<file path="src/rtl/mdac_pkg.sv">
package mdac_pkg;

  // register addresses
  localparam logic [3:0] A_OPA_LO = 4'd0;
  localparam logic [3:0] A_OPA_HI = 4'd1;
  localparam logic [3:0] A_OPB_LO = 4'd2;
  localparam logic [3:0] A_OPB_HI = 4'd3;
  localparam logic [3:0] A_AUX_LO = 4'd4;
  localparam logic [3:0] A_AUX_HI = 4'd5;
  localparam logic [3:0] A_CTRL   = 4'd6;
  localparam logic [3:0] A_STAT   = 4'd7;
  localparam logic [3:0] A_RES_LO = 4'd8;
  localparam logic [3:0] A_RES_HI = 4'd9;

  // control byte bit positions
  localparam int CTL_START  = 0;
  localparam int CTL_SIGNED = 3;
  localparam int CTL_MAC    = 6;
  localparam int CTL_DIV    = 7;

  typedef enum logic [1:0] {
    ST_IDLE,
    ST_EXEC,
    ST_DIV,
    ST_WLO
  } mdac_state_e;

endpackage

</file>
<file path="src/rtl/mdac_muladd.sv">
module mdac_muladd #(
  parameter int HW = 16,
  localparam int DW = 2 * HW
) (
  input  logic [HW-1:0] a,
  input  logic [HW-1:0] b,
  input  logic [DW-1:0] acc,
  input  logic          sgn,
  output logic [DW-1:0] prod,
  output logic [DW-1:0] sum,
  output logic          ovf
);

  logic [DW-1:0] a_ext, b_ext;
  logic [DW:0]   wide_sum;

  // operand extension picks the signed or unsigned product
  always_comb begin
    a_ext = sgn ? {{HW{a[HW-1]}}, a} : {{HW{1'b0}}, a};
    b_ext = sgn ? {{HW{b[HW-1]}}, b} : {{HW{1'b0}}, b};
    prod  = a_ext * b_ext;
  end

  always_comb begin
    wide_sum = {1'b0, acc} + {1'b0, prod};
    sum      = wide_sum[DW-1:0];
    if (sgn)
      ovf = (acc[DW-1] == prod[DW-1]) && (sum[DW-1] != acc[DW-1]);
    else
      ovf = wide_sum[DW];
  end

endmodule

</file>
<file path="src/rtl/mdac_divider.sv">
module mdac_divider #(
  parameter int DW = 32,
  localparam int CW = $clog2(DW + 1)
) (
  input  logic          clk,
  input  logic          rst_n,
  input  logic          start,
  input  logic [DW-1:0] dividend,
  input  logic [DW-1:0] divisor,
  output logic          fin,
  output logic [DW-1:0] quotient,
  output logic [DW-1:0] remainder
);

  localparam logic [CW-1:0] LAST = CW'(DW);

  logic          active;
  logic [CW-1:0] cnt;
  logic [DW-1:0] rem_q, quo_q, dvs_q;
  logic [DW:0]   shifted, diff;

  always_comb begin
    shifted = {rem_q, quo_q[DW-1]};
    diff    = shifted - {1'b0, dvs_q};
  end

  always_ff @(posedge clk or negedge rst_n) begin
    if (!rst_n) begin
      active <= 1'b0;
      cnt    <= '0;
      rem_q  <= '0;
      quo_q  <= '0;
      dvs_q  <= '0;
    end else if (start) begin
      active <= 1'b1;
      cnt    <= '0;
      rem_q  <= '0;
      quo_q  <= dividend;
      dvs_q  <= divisor;
    end else if (active) begin
      if (cnt == LAST) begin
        active <= 1'b0;
      end else begin
        cnt <= cnt + 1'b1;
        if (!diff[DW]) begin
          rem_q <= diff[DW-1:0];
          quo_q <= {quo_q[DW-2:0], 1'b1};
        end else begin
          rem_q <= shifted[DW-1:0];
          quo_q <= {quo_q[DW-2:0], 1'b0};
        end
      end
    end
  end

  assign fin       = active && (cnt == LAST);
  assign quotient  = quo_q;
  assign remainder = rem_q;

  // restoring step keeps the partial remainder below the divisor
  a_r6_rem_bound: assert property (@(posedge clk) disable iff (!rst_n)
    (active && dvs_q != '0) |-> (rem_q < dvs_q));

  // a zero divisor ends with an all-ones quotient
  a_r7_zero_div: assert property (@(posedge clk) disable iff (!rst_n)
    (fin && dvs_q == '0) |-> (&quo_q));

endmodule

</file>
<file path="src/rtl/mdac_unit.sv">
module mdac_unit
  import mdac_pkg::*;
#(
  parameter int HW = 16,
  localparam int DW = 2 * HW
) (
  input  logic          clk,
  input  logic          rst_n,
  input  logic [3:0]    reg_addr,
  input  logic          reg_wr,
  input  logic [HW-1:0] reg_wdata,
  output logic [HW-1:0] reg_rdata,
  output logic          busy,
  output logic          done
);

  mdac_state_e   state;
  logic [DW-1:0] opa_q, opb_q, aux_q, res_q;
  logic [7:0]    ctrl_q;
  logic          ovf_q, done_q;

  logic [DW-1:0] m_prod, m_sum, dv_quo, dv_rem;
  logic          m_ovf, dv_fin, dv_start, ctl_launch;

  assign ctl_launch = (state == ST_IDLE) && reg_wr && (reg_addr == A_CTRL)
                      && reg_wdata[CTL_START];
  assign dv_start   = ctl_launch && reg_wdata[CTL_DIV];

  mdac_muladd #(.HW(HW)) i_muladd (
    .a    (opa_q[HW-1:0]),
    .b    (opb_q[HW-1:0]),
    .acc  (aux_q),
    .sgn  (ctrl_q[CTL_SIGNED]),
    .prod (m_prod),
    .sum  (m_sum),
    .ovf  (m_ovf)
  );

  mdac_divider #(.DW(DW)) i_divider (
    .clk       (clk),
    .rst_n     (rst_n),
    .start     (dv_start),
    .dividend  (opa_q),
    .divisor   (opb_q),
    .fin       (dv_fin),
    .quotient  (dv_quo),
    .remainder (dv_rem)
  );

  always_ff @(posedge clk or negedge rst_n) begin
    if (!rst_n) begin
      state  <= ST_IDLE;
      opa_q  <= '0;
      opb_q  <= '0;
      aux_q  <= '0;
      res_q  <= '0;
      ctrl_q <= '0;
      ovf_q  <= 1'b0;
      done_q <= 1'b0;
    end else begin
      done_q <= 1'b0;
      if (reg_wr && reg_addr == A_STAT) ovf_q <= 1'b0;
      case (state)
        ST_IDLE: begin
          if (reg_wr) begin
            case (reg_addr)
              A_OPA_LO: opa_q[HW-1:0]  <= reg_wdata;
              A_OPA_HI: opa_q[DW-1:HW] <= reg_wdata;
              A_OPB_LO: opb_q[HW-1:0]  <= reg_wdata;
              A_OPB_HI: opb_q[DW-1:HW] <= reg_wdata;
              A_AUX_LO: aux_q[HW-1:0]  <= reg_wdata;
              A_AUX_HI: aux_q[DW-1:HW] <= reg_wdata;
              A_CTRL: begin
                ctrl_q <= reg_wdata[7:0];
                if (reg_wdata[CTL_START])
                  state <= reg_wdata[CTL_DIV] ? ST_DIV : ST_EXEC;
              end
              default: ;
            endcase
          end
        end
        ST_EXEC: begin
          res_q <= m_prod;
          if (ctrl_q[CTL_MAC]) begin
            aux_q <= m_sum;
            if (m_ovf) ovf_q <= 1'b1;
          end
          ctrl_q[CTL_START] <= 1'b0;
          done_q <= 1'b1;
          state  <= ST_IDLE;
        end
        ST_DIV: begin
          if (dv_fin) begin
            aux_q[DW-1:HW] <= dv_rem[DW-1:HW];
            state <= ST_WLO;
          end
        end
        ST_WLO: begin
          aux_q[HW-1:0] <= dv_rem[HW-1:0];
          res_q <= dv_quo;
          ctrl_q[CTL_START] <= 1'b0;
          done_q <= 1'b1;
          state  <= ST_IDLE;
        end
        default: state <= ST_IDLE;
      endcase
    end
  end

  always_comb begin
    case (reg_addr)
      A_OPA_LO: reg_rdata = opa_q[HW-1:0];
      A_OPA_HI: reg_rdata = opa_q[DW-1:HW];
      A_OPB_LO: reg_rdata = opb_q[HW-1:0];
      A_OPB_HI: reg_rdata = opb_q[DW-1:HW];
      A_AUX_LO: reg_rdata = aux_q[HW-1:0];
      A_AUX_HI: reg_rdata = aux_q[DW-1:HW];
      A_CTRL:   reg_rdata = HW'(ctrl_q);
      A_STAT:   reg_rdata = HW'(ovf_q);
      A_RES_LO: reg_rdata = res_q[HW-1:0];
      A_RES_HI: reg_rdata = res_q[DW-1:HW];
      default:  reg_rdata = '0;
    endcase
  end

  assign busy = ctrl_q[CTL_START];
  assign done = done_q;

  // a plain multiply leaves the auxiliary register alone
  a_r3_mul_aux_kept: assert property (@(posedge clk) disable iff (!rst_n)
    (state == ST_EXEC && !ctrl_q[CTL_MAC]) |=> $stable(aux_q));

  // single-cycle execute for multiply and multiply-accumulate
  a_r4_exec_one_cycle: assert property (@(posedge clk) disable iff (!rst_n)
    (state == ST_EXEC) |=> (state == ST_IDLE && !busy));

  // the sticky flag is only raised by a multiply-accumulate
  a_r5_ovf_source: assert property (@(posedge clk) disable iff (!rst_n)
    $rose(ovf_q) |-> ($past(state) == ST_EXEC && $past(ctrl_q[CTL_MAC])));

  // the low remainder half follows the high half
  a_r6_hi_first: assert property (@(posedge clk) disable iff (!rst_n)
    (state == ST_WLO) |-> $past(dv_fin));

  // bus writes to the auxiliary register are dropped while dividing
  a_r8_aux_locked: assert property (@(posedge clk) disable iff (!rst_n)
    (state == ST_DIV && !dv_fin && reg_wr && reg_addr == A_AUX_LO)
    |=> $stable(aux_q));

  // completion pulse follows the fall of busy
  a_r9_done_pulse: assert property (@(posedge clk) disable iff (!rst_n)
    done |-> (!busy && $past(busy)));

endmodule

</file>
<file path="config.mk">
export PLATFORM = sky130hd
export DESIGN_NAME = mdac_unit
export DESIGN_NICKNAME = d
export VERILOG_FILES = /design/src/rtl/mdac_pkg.sv /design/src/rtl/mdac_muladd.sv /design/src/rtl/mdac_divider.sv /design/src/rtl/mdac_unit.sv
export SDC_FILE = /design/constraint.sdc
export NUM_CORES = 2
export LEC_CHECK = 0
export ABC_AREA = 1
export CORE_MARGIN = 10
export CORE_UTILIZATION = 35
export CTS_BUF_LIST = sky130_fd_sc_hd__clkbuf_8 sky130_fd_sc_hd__clkbuf_16
export CTS_CLUSTER_DIAMETER = 150
export DETAILED_ROUTE_END_ITERATION = 8
export HOLD_SLACK_MARGIN = 0.05
export SYNTH_ARGS = -nofsm -noshare
export SYNTH_HDL_FRONTEND = slang
export SYNTH_SLANG_ARGS = --single-unit
</file>
<file path="constraint.sdc">
create_clock -name clk -period 9.1 [get_ports clk]
set_input_delay 1.82 -clock clk [delete_from_list [all_inputs] [get_ports clk]]
set_output_delay 1.82 -clock clk [all_outputs]
set_load 0.02 [all_outputs]
</file>
==> impl_metrics.json <==
{
  "worstPathMaxFanout": 13,
  "fin_crit_sh_pct": 95.16,
  "yosys_most_used_dff": "dfrtp_1",
  "largest_family_of_logic_cells_by_synthesized_area": "adder cells",
  "yosysWarningCount": 0,
  "sequential_fraction_of_the_synthesis_area_pct": 20.94,
  "gr-usage-all-layers_pct": 22.07,
  "num_rows": 105,
  "worstMarginPinSlew_ns": 1.114,
  "rr_worst_depth": 36,
  "initial_utilization_pct": 35.37,
  "postSynth.asyncResetShare_pct": 100.0,
  "synth_compound_gate_area_share_pct": 11.62,
  "fmaxAchievable_ghz": 0.1155,
  "crit_arrival_ns": 9.19,
  "startpoint_to_endpoint_class_of_the_critical_path": "register to register",
  "syn_avg_cell_area_um2": 7.527,
  "share_of_post_route_cells_with_drive_strength_above_1_pct": 4.849,
  "floorplan.die.height_um": 308.0,
  "aggregate_negative_setup_slack_ns": 0,
  "outcome": "completed",
  "clock_sinks": 243,
  "final_hold_vios": 0,
  "num_antenna_cells": 0,
  "setup_viol": 0,
  "grt_setup_unrepaired": "no",
  "chip_width_um": 308.0,
  "firstDrtPassIters": 8,
  "routedWlPerCell_um": 21.03,
  "via_per_inst": 5.207,
  "grt_max_degree": 105,
  "final.setup_skew_ns": 0.03225,
  "mappedNetlistArea_um2": 29040,
  "ant_nets": 0,
  "antenna_found_initial": 1,
  "post-synth-top-count-cell": "nand2_1",
  "route.vias.total": 25870,
  "clk_path_buf_depth": 3,
  "cp.required_ns": 9.63,
  "synth.top_cells.by_count": "nand2_1, inv_1, fa_1",
  "yosys.area.top_type_share_pct": 23.99,
  "max_stage_delay_ns": 0.76,
  "synth_edf_count": 0,
  "hpwl_mm": 84.81,
  "tritoncts": "yes",
  "postSynthCellCount": 3858,
  "min_path_type": "register to register",
  "global_route.overflow_total": 0,
  "layout-area-overhead-vs-synth_pct": 9.656,
  "cts_made_buffers": 28,
  "boundaryPins": 41,
  "post-place-ws_ns": 0.1229,
  "net_count_synth": 4419,
  "timing.max_cap.violations": 0,
  "period_minus_slack_ns": 8.660,
  "place.gp.congestion": 1.016,
  "synth_top_cell_by_area": "fa_1",
  "die_area_um2": 94890,
  "synth_seq_cells": 243,
  "grt_first_pass_wirelength_mm": 160.1,
  "cp-end-kind": "register",
  "drc": 0,
  "synth-simple-area-share_pct": 20.52,
  "netlist-cell-type-count": 54,
  "first_iter_violations": 2474,
  "portBuffers": 40,
  "nNetsFinal": 4441,
  "finalWirelength_mm": 104.5,
  "cp_common_cell": "nand2_1",
  "synth.area.top_cells": "fa_1, dfrtp_1, nand2_1",
  "grt_pass1_vias": 25820,
  "timing.final.ws_setup_ns": 0.4403,
  "synth_mux_area_share_pct": 0,
  "cts_max_level": 1,
  "clk_root_buffer_cell": "clkbuf_16",
  "clk_latency_ns": 0.59,
  "synth-adder-area-share_pct": 32.18,
  "design.core.area_um2": 82110,
  "startpoint_type": "register",
  "hold_depth": 2,
  "timing.final.max_slew_violations": 0,
  "worst_path_max_delay_cell": "dfrtp_1",
  "cts.clk_slew.worst_paths_ns": 0.07,
  "maxSlewHeadroom_pct": 25.58,
  "xor_and_xnor_area_share_after_synthesis_pct": 1.327
}
-- cell usage in the layout (no fill, tap or decap), drive strengths merged, types with 3 or more instances in the layout --
cell type / n
ha: 190
nand4: 22
xor2: 27
a21oi: 164
o21bai: 12
a22oi: 22
fa: 348
nand3b: 23
nor2: 187
nand3: 156
clkbuf: 35
xnor2: 17
a221oi: 37
nor3: 16
o21ai: 244
dfrtp: 243
inv: 881
o221ai: 37
a211oi: 3
or2: 8
clkdlybuf4s50: 39
buf: 93
a21boi: 11
a21o: 6
nand2: 1017
o22ai: 7
o211ai: 12
nor4: 4
a31oi: 5
and2: 6
o2111ai: 7
clkinv: 7
-- metrics by stage --
stage / utilization, % / instance area, µm² / std cells / hold slack [ns]
finish: 38.78 / 31840 / 4968 / 0.4872
global route: 38.78 / 31840 / 4968 / 0.5134
CTS: 38.74 / 31810 / 4968 / 0.4890
detailed placement: 37.62 / 30890 / 4920 / 0.4753
global placement: 37.62 / 30890 / 4920 / 0.4663
floorplan: - / 29040 / 3858 / 0.4424
-- worst max-delay path, delay by kind of cell (launching register included) --
family	cells	cell delay [ns]
buf+inv	8	0.90
simple gates	13	1.41
flops	1	0.76
fa+ha+maj	10	4.58
compound gates	5	0.93
-- sequential cells by signal, summed over array words and instances (netlist names), 6 cells and up --
register and flops:
aux_q 32, i_divider.dvs_q 32, ctrl_q 8, opb_q 32
i_divider.cnt 6, i_divider.remainder 32, i_divider.quotient 32, opa_q 32
res_q 32
-- layout make-up --
cell class	count	area [µm²]
repair buffers	132	1109
clock buffers	35	797.0
inverters	877	3292
clock inverters	13	122.6
well taps	1070	1339
multi-input cells	2598	19090
flip-flops and latches	243	6092
fillers	8505	50270
-- cell families after synthesis --
kind of cell / after synthesis
xor gates and xnor gates: 44
and+or+nand+nor: 1444
adders and majority gates: 538
buffers and inverters: 1017
AOI/OAI and AO/OA: 572
DFF: 243
-- per-layer routing --
| layer | up-vias | track usage, % | share of wire (%) |
|---|---|---|---|
| li1 | 11940 | - | - |
| met1 | 12620 | 29.73 | 42 |
| met2 | 1099 | 33.84 | 43 |
| met3 | 218 | 4.200 | 8.7 |
| met4 | 0 | 10.39 | 5.6 |
| met5 | - | 0 | 0 |
-- final timing paths --
path	from	end	slack (ns)
worst max-delay path	opa_q[8]$_DFFE_PN0P_	aux_q[31]$_DFFE_PN0P_	0.44
worst min-delay path	opa_q[30]$_DFFE_PN0P_	opa_q[30]$_DFFE_PN0P_	0.49
worst max register to register	opa_q[8]$_DFFE_PN0P_	aux_q[31]$_DFFE_PN0P_	0.44
worst min register to register	opa_q[30]$_DFFE_PN0P_	opa_q[30]$_DFFE_PN0P_	0.49
max in group asynchronous	rst_n	opa_q[10]$_DFFE_PN0P_	5.86
min in group asynchronous	rst_n	i_divider.remainder[29]$_DFFE_PN0P_	1.31
-- repair_timing --
item / in CTS / in global routing
gates resized for setup: 0 / 13
endpoints found under the setup margin: 0 / 13
buffers inserted: 0 / 0
hold buffers: 0 / 0
Power is left out: the tool's default activity adds up to more than one toggle a clock period on the data nets, which glitch-free logic cannot reach.
